===== src/rtl/dtimer_pkg.sv =====
package dtimer_pkg;

  // Word indexes of the register slots (byte offset = index * 4).
  localparam int unsigned IDX_START     = 0;
  localparam int unsigned IDX_PERIOD    = 1;
  localparam int unsigned IDX_RUN       = 2;
  localparam int unsigned IDX_SNAP_REQ  = 3;
  localparam int unsigned IDX_SNAP_DATA = 4;
  localparam int unsigned IDX_EVT_LEVEL = 5;
  localparam int unsigned IDX_EVT_FLAG  = 6;
  localparam int unsigned IDX_EVT_MASK  = 7;

  // Single-cycle write strobes produced by the CSR decoder.
  typedef struct packed {
    logic snap_we;
    logic flag_we;
    logic mask_we;
  } wr_strobe_t;

endpackage


===== src/rtl/dtimer_csr.sv =====
module dtimer_csr
  import dtimer_pkg::*;
#(
  parameter int unsigned DATA_W = 32,
  parameter int unsigned ADDR_W = 5
) (
  input  logic              clk,
  input  logic              rst,
  input  logic [ADDR_W-1:0] addr,
  input  logic              we,
  input  logic [DATA_W-1:0] wdata,
  input  logic [DATA_W-1:0] snap_val,
  input  logic              level,
  input  logic              pend,
  input  logic              mask,
  output logic [DATA_W-1:0] start_q,
  output logic [DATA_W-1:0] period_q,
  output logic              run_q,
  output wr_strobe_t        strb,
  output logic [DATA_W-1:0] rdata_q
);

  localparam int unsigned IDX_W = ADDR_W - 2;

  logic [IDX_W-1:0] idx;
  logic             aligned;
  logic             wr_ok;

  assign idx     = addr[ADDR_W-1:2];
  assign aligned = (addr[1:0] == 2'b00);
  assign wr_ok   = we && aligned;

  // Strobes for registers that live in other sub-blocks.
  always_comb begin
    strb.snap_we = wr_ok && (idx == IDX_W'(IDX_SNAP_REQ));
    strb.flag_we = wr_ok && (idx == IDX_W'(IDX_EVT_FLAG));
    strb.mask_we = wr_ok && (idx == IDX_W'(IDX_EVT_MASK));
  end

  // Locally held configuration registers.
  always_ff @(posedge clk) begin
    if (rst) begin
      start_q  <= '0;
      period_q <= '0;
      run_q    <= 1'b0;
    end else if (wr_ok) begin
      if (idx == IDX_W'(IDX_START))  start_q  <= wdata;
      if (idx == IDX_W'(IDX_PERIOD)) period_q <= wdata;
      if (idx == IDX_W'(IDX_RUN))    run_q    <= wdata[0];
    end
  end

  // Registered read multiplexer.
  logic [DATA_W-1:0] rd_mux;

  always_comb begin
    rd_mux = '0;
    case (idx)
      IDX_W'(IDX_START):     rd_mux = start_q;
      IDX_W'(IDX_PERIOD):    rd_mux = period_q;
      IDX_W'(IDX_RUN):       rd_mux[0] = run_q;
      IDX_W'(IDX_SNAP_DATA): rd_mux = snap_val;
      IDX_W'(IDX_EVT_LEVEL): rd_mux[0] = level;
      IDX_W'(IDX_EVT_FLAG):  rd_mux[0] = pend;
      IDX_W'(IDX_EVT_MASK):  rd_mux[0] = mask;
      default:               rd_mux = '0;
    endcase
  end

  always_ff @(posedge clk) begin
    if (rst) rdata_q <= '0;
    else     rdata_q <= rd_mux;
  end

endmodule


===== src/rtl/dtimer_core.sv =====
module dtimer_core #(
  parameter int unsigned CNT_W = 32
) (
  input  logic             clk,
  input  logic             rst,
  input  logic             run,
  input  logic [CNT_W-1:0] start_val,
  input  logic [CNT_W-1:0] period_val,
  input  logic             snap_we,
  output logic [CNT_W-1:0] cnt_q,
  output logic [CNT_W-1:0] snap_q,
  output logic             at_zero,
  output logic             zero_hit
);

  localparam logic [CNT_W-1:0] ONE = CNT_W'(1);

  assign at_zero  = (cnt_q == '0);
  // A running count about to step from 1 to 0 marks the event edge.
  assign zero_hit = run && (cnt_q == ONE);

  always_ff @(posedge clk) begin
    if (rst) begin
      cnt_q <= '0;
    end else if (!run) begin
      cnt_q <= start_val;
    end else if (at_zero) begin
      // A zero period reloads zero, so one-shot mode simply holds.
      cnt_q <= period_val;
    end else begin
      cnt_q <= cnt_q - ONE;
    end
  end

  always_ff @(posedge clk) begin
    if (rst)          snap_q <= '0;
    else if (snap_we) snap_q <= cnt_q;
  end

endmodule


===== src/rtl/dtimer_evt.sv =====
module dtimer_evt (
  input  logic clk,
  input  logic rst,
  input  logic set,
  input  logic clr_we,
  input  logic clr_bit,
  input  logic mask_we,
  input  logic mask_bit,
  output logic pend_q,
  output logic mask_q,
  output logic irq_q
);

  logic pend_d;
  logic mask_d;

  // A new event outranks a clear arriving on the same edge.
  assign pend_d = set || (pend_q && !(clr_we && clr_bit));
  assign mask_d = mask_we ? mask_bit : mask_q;

  always_ff @(posedge clk) begin
    if (rst) begin
      pend_q <= 1'b0;
      mask_q <= 1'b0;
      irq_q  <= 1'b0;
    end else begin
      pend_q <= pend_d;
      mask_q <= mask_d;
      irq_q  <= pend_d && mask_d;
    end
  end

endmodule


===== src/rtl/dtimer_top.sv =====
module dtimer_top
  import dtimer_pkg::*;
#(
  parameter int unsigned DATA_W = 32,
  parameter int unsigned ADDR_W = 5
) (
  input  logic              clk,
  input  logic              rst,
  input  logic [ADDR_W-1:0] csr_addr,
  input  logic              csr_we,
  input  logic [DATA_W-1:0] csr_wdata,
  output logic [DATA_W-1:0] csr_rdata,
  output logic              irq_o
);

  logic [DATA_W-1:0] start_q;
  logic [DATA_W-1:0] period_q;
  logic              run_q;
  wr_strobe_t        strb;
  logic [DATA_W-1:0] cnt_q;
  logic [DATA_W-1:0] snap_q;
  logic              at_zero;
  logic              zero_hit;
  logic              pend_q;
  logic              mask_q;

  dtimer_csr #(
    .DATA_W (DATA_W),
    .ADDR_W (ADDR_W)
  ) csr_i (
    .clk      (clk),
    .rst      (rst),
    .addr     (csr_addr),
    .we       (csr_we),
    .wdata    (csr_wdata),
    .snap_val (snap_q),
    .level    (at_zero),
    .pend     (pend_q),
    .mask     (mask_q),
    .start_q  (start_q),
    .period_q (period_q),
    .run_q    (run_q),
    .strb     (strb),
    .rdata_q  (csr_rdata)
  );

  dtimer_core #(
    .CNT_W (DATA_W)
  ) core_i (
    .clk        (clk),
    .rst        (rst),
    .run        (run_q),
    .start_val  (start_q),
    .period_val (period_q),
    .snap_we    (strb.snap_we),
    .cnt_q      (cnt_q),
    .snap_q     (snap_q),
    .at_zero    (at_zero),
    .zero_hit   (zero_hit)
  );

  dtimer_evt evt_i (
    .clk      (clk),
    .rst      (rst),
    .set      (zero_hit),
    .clr_we   (strb.flag_we),
    .clr_bit  (csr_wdata[0]),
    .mask_we  (strb.mask_we),
    .mask_bit (csr_wdata[0]),
    .pend_q   (pend_q),
    .mask_q   (mask_q),
    .irq_q    (irq_o)
  );

endmodule


===== config.mk =====
export PLATFORM = sky130hd
export DESIGN_NAME = dtimer_top
export DESIGN_NICKNAME = d
export VERILOG_FILES = /design/src/rtl/dtimer_pkg.sv /design/src/rtl/dtimer_csr.sv /design/src/rtl/dtimer_core.sv /design/src/rtl/dtimer_evt.sv /design/src/rtl/dtimer_top.sv
export SDC_FILE = /design/constraint.sdc
export NUM_CORES = 1
export LEC_CHECK = 0
export BUFFER_PORTS_ARGS = -buffer_cell sky130_fd_sc_hd__buf_2
export CORE_ASPECT_RATIO = 1.25
export CORE_UTILIZATION = 45
export CTS_CLUSTER_SIZE = 12
export DETAILED_ROUTE_END_ITERATION = 7
export PLACE_DENSITY = 0.69
export SYNTH_ARGS = -nofsm -noshare
export SYNTH_HDL_FRONTEND = slang
export SYNTH_SLANG_ARGS = --single-unit
export TNS_END_PERCENT = 50

===== constraint.sdc =====
create_clock -name clk -period 3.09 [get_ports clk]
set_input_delay 0.309 -clock clk [delete_from_list [all_inputs] [get_ports clk]]
set_output_delay 0.309 -clock clk [all_outputs]
set_load 0.02 [all_outputs]

==> results.sh <==
export IMPL_fill_cells=1428
export IMPL_period_share_pct=91.4
export IMPL_hold_viol_final=0
export IMPL_critPathTopFamily="simple AND/OR/NAND/NOR gates"
export IMPL_grt_overflow_total=0
export IMPL_critPathRequiredTime_ps=3380
export IMPL_slew_limit_headroom_pct=43.9
export IMPL_worst_path_buf_inv=1
export IMPL_initial_core_util_pct=46.3
export IMPL_max_stage_delay_ps=570
export IMPL_grt_pass1_wl_um=30300
export IMPL_post_drt_wl_per_cell_um=15.7
export IMPL_fin_nets=978
export IMPL_syn2layout_area_growth_pct=17.7
export IMPL_ys_flop_type="dfxtp_1"
export IMPL_r2r_end="core_i.cnt_q[25]"
export IMPL_drt_wl_total_um=18200
export IMPL_setup_ws_ps=265
export IMPL_grt_antenna_before_repair=0
export IMPL_drtAntennaViolNets=0
export IMPL_clk_latency_ps=430
export IMPL_die_height_um=141
export IMPL_endpoint="core_i.cnt_q[25]"
export IMPL_cts_sinks=164
export IMPL_numPortBuffers=72
export IMPL_synth_seq_cells=164
export IMPL_worstPathArrival_ps=3110
export IMPL_end_kind="register"
export IMPL_ys_warn_count=0
export IMPL_cts_hold_buffers=0
export IMPL_outcome="complete, no violations"
export IMPL_hpwl_um=12200
export IMPL_vdd_drop_max_mv=0.333
export IMPL_power_leakage_nw=3.12
export IMPL_tritoncts="done"
export IMPL_dieArea_um2=16000
export IMPL_tns_ps=0
export IMPL_async_reset_ff_share_pct=0
export IMPL_synth_top_cell_area_share_pct=47.1
export IMPL_synthesis_area_um2=6980
export IMPL_synth_area_leaders="dfxtp_1 (47%), nand2_1 (11%), a21oi_1 (9.7%)"
export IMPL_drc=0
export IMPL_ctsResizeCount=0
export IMPL_n_antenna_cell=0
export IMPL_core_um2=15100
export IMPL_drt_iter0_drc=390
export IMPL_fp_dieW_um=113
export IMPL_clkTransAtPathRegs_ps=70
export IMPL_routabilityCongestion=0.876
export IMPL_reg2reg_from="core_i.cnt_q[8]"
export IMPL_grt_pass1_vias=6099
export IMPL_maxCapViolCount=0
export IMPL_crit_slowest_cell="or4_4"
export IMPL_p_total_mw=4.72
export IMPL_synth_top_cell_by_area="dfxtp_1"
export IMPL_first_pass_iters=4
export IMPL_yosysSeqAreaShare_pct=47.1
export IMPL_viasPerCell=5.34
export IMPL_startpoint_type="register"
export IMPL_r2r_cells=7
export IMPL_stdcell_area_um2=8220
export IMPL_synth_distinct_cells=52
export IMPL_path_class="reg -> reg"
export IMPL_cp_depth=7
export IMPL_crit_chain="or3_4 > or4_4 > or3_1 > nand2b_1 > buf_4 > nand2b_1 > o221ai_1"
export IMPL_place_area_um2=7570
export IMPL_syn_area_per_cell_um2=7.90
export IMPL_fmax_mhz=354
export IMPL_crit_start="core_i.cnt_q[8]"
export IMPL_power_density_nw_per_um2=574
export IMPL_cts_root_buf="clkbuf_16"
export IMPL_whs_ps=127
export IMPL_clockBufferDepth=2
export IMPL_synth_edf_count=0
export IMPL_via_count=6174
export IMPL_final_common_cell="nand2_1"
export IMPL_final_cell_mix="nand2_1 (209), dfxtp_1 (164), a21oi_1 (135)"
export IMPL_crit_top_cell="nand2b_1"
export IMPL_pin_count=73
export IMPL_worst_pin_slew_ps=842
export IMPL_ctsHtreeMaxLevel=4
export IMPL_cts_buffers_inserted=17
export IMPL_worst_clock_skew_ps=9.85
export IMPL_hold_path_class="in -> reg"
export IMPL_grt_max_degree=54
export IMPL_finalSetupViolations=0
export IMPL_crit_fanout=10
export IMPL_dpl_worst_slack_ps=262
export IMPL_syn_inst=883
export IMPL_cts_setup_buffers=0
export IMPL_finalCriticalPeriod_ps=2830
export IMPL_rsz0062_at_grt="no"
export IMPL_drv_slew=0
export IMPL_layout_drive_gt1_share_pct=14.9
export IMPL_rows=50
export IMPL_syn_nets=925
export IMPL_grt_total_usage_pct=24.0
export IMPL_rrSetupSlack_ps=260
[through the flow]
step	utilization, %	instances
3_5_place_dp	50.2	1125
3_3_place_gp	50.2	1125
2_1_floorplan	-	883
4_1_cts	54.5	1157
6_report	54.5	1157
5_1_grt	54.5	1157
[sequential cells by signal (all words and copies together) (netlist names)]
| name | flops |
|---|---|
| core_i.snap_q | 32 |
| core_i.cnt_q | 32 |
| csr_i.run_q | 1 |
| evt_i.mask_q | 1 |
| csr_i.start_q | 32 |
| evt_i.pend_q | 1 |
| evt_i.irq_q | 1 |
| csr_i.rdata_q | 32 |
| csr_i.period_q | 32 |
[cells in the mapped netlist (10+ instances only)]
| library cell | count |
|---|---|
| clkbuf_1 | 58 |
| o21ai_0 | 11 |
| nand2b_1 | 30 |
| nor2_1 | 96 |
| nand2_1 | 209 |
| dfxtp_1 | 164 |
| a21oi_1 | 135 |
| nor3_1 | 10 |
| nor4_1 | 10 |
| mux2i_1 | 34 |
| xnor2_1 | 16 |
| o22ai_1 | 11 |
[worst reg2reg max path: stages (launching register included)]
cell and delay, ps:
dfxtp_1 350, or3_4 410, or4_4 570, or3_1 470, nand2b_1 320, buf_4 240
nand2b_1 190, o221ai_1 130
[per-layer routing]
metal	part of all wire, %	up-vias	track usage (%)
li1	-	3086	-
met5	0	-	0
met4	1.4	0	8.73
met1	44	2903	29.2
met3	5.0	19	4.86
met2	50	166	41.6
[worst min-delay path by stage]
stage,startpoint,to,cells after the start
global placement,core_i.snap_q[31],core_i.snap_q[31],2
CTS,csr_wdata[25],csr_i.start_q[25],3
finish,csr_wdata[25],csr_i.start_q[25],3
global route,csr_wdata[4],csr_i.start_q[4],3
floorplan,core_i.snap_q[0],core_i.snap_q[0],2
detailed placement,core_i.snap_q[4],core_i.snap_q[4],2
[where the power goes]
group          internal (mW)  leakage [nW]  switching (mW)  total [mW]
registers               2.12          1.32         0.00978        2.13
clock network           1.46         0.312           0.844        2.30
logic                  0.102          1.49           0.181       0.282
total                   3.68          3.12            1.03        4.72
[cell families after synthesis]
| logic type | synth area share [%] |
|---|---|
| buffers and inverters | 3.78 |
| xor gates and xnor gates | 2.89 |
| and+or+nand+nor | 24.8 |
| muxes | 5.20 |
| adders and majority gates | 0.359 |
| DFF | 47.1 |
| AOI/OAI and AO/OA | 15.9 |
[final cells by class]
class | count | area (µm²) | share of cell area [%]
multi-input combinational | 651 | 3440 | 41.9
sequential | 164 | 3280 | 40.0
timing repair buffer | 98 | 571 | 6.94
clock buffer | 24 | 502 | 6.11
tap | 208 | 260 | 3.17
clock inverter | 8 | 145 | 1.77
inverter | 4 | 15.0 | 0.183
Power figures use the tool's default switching activity.
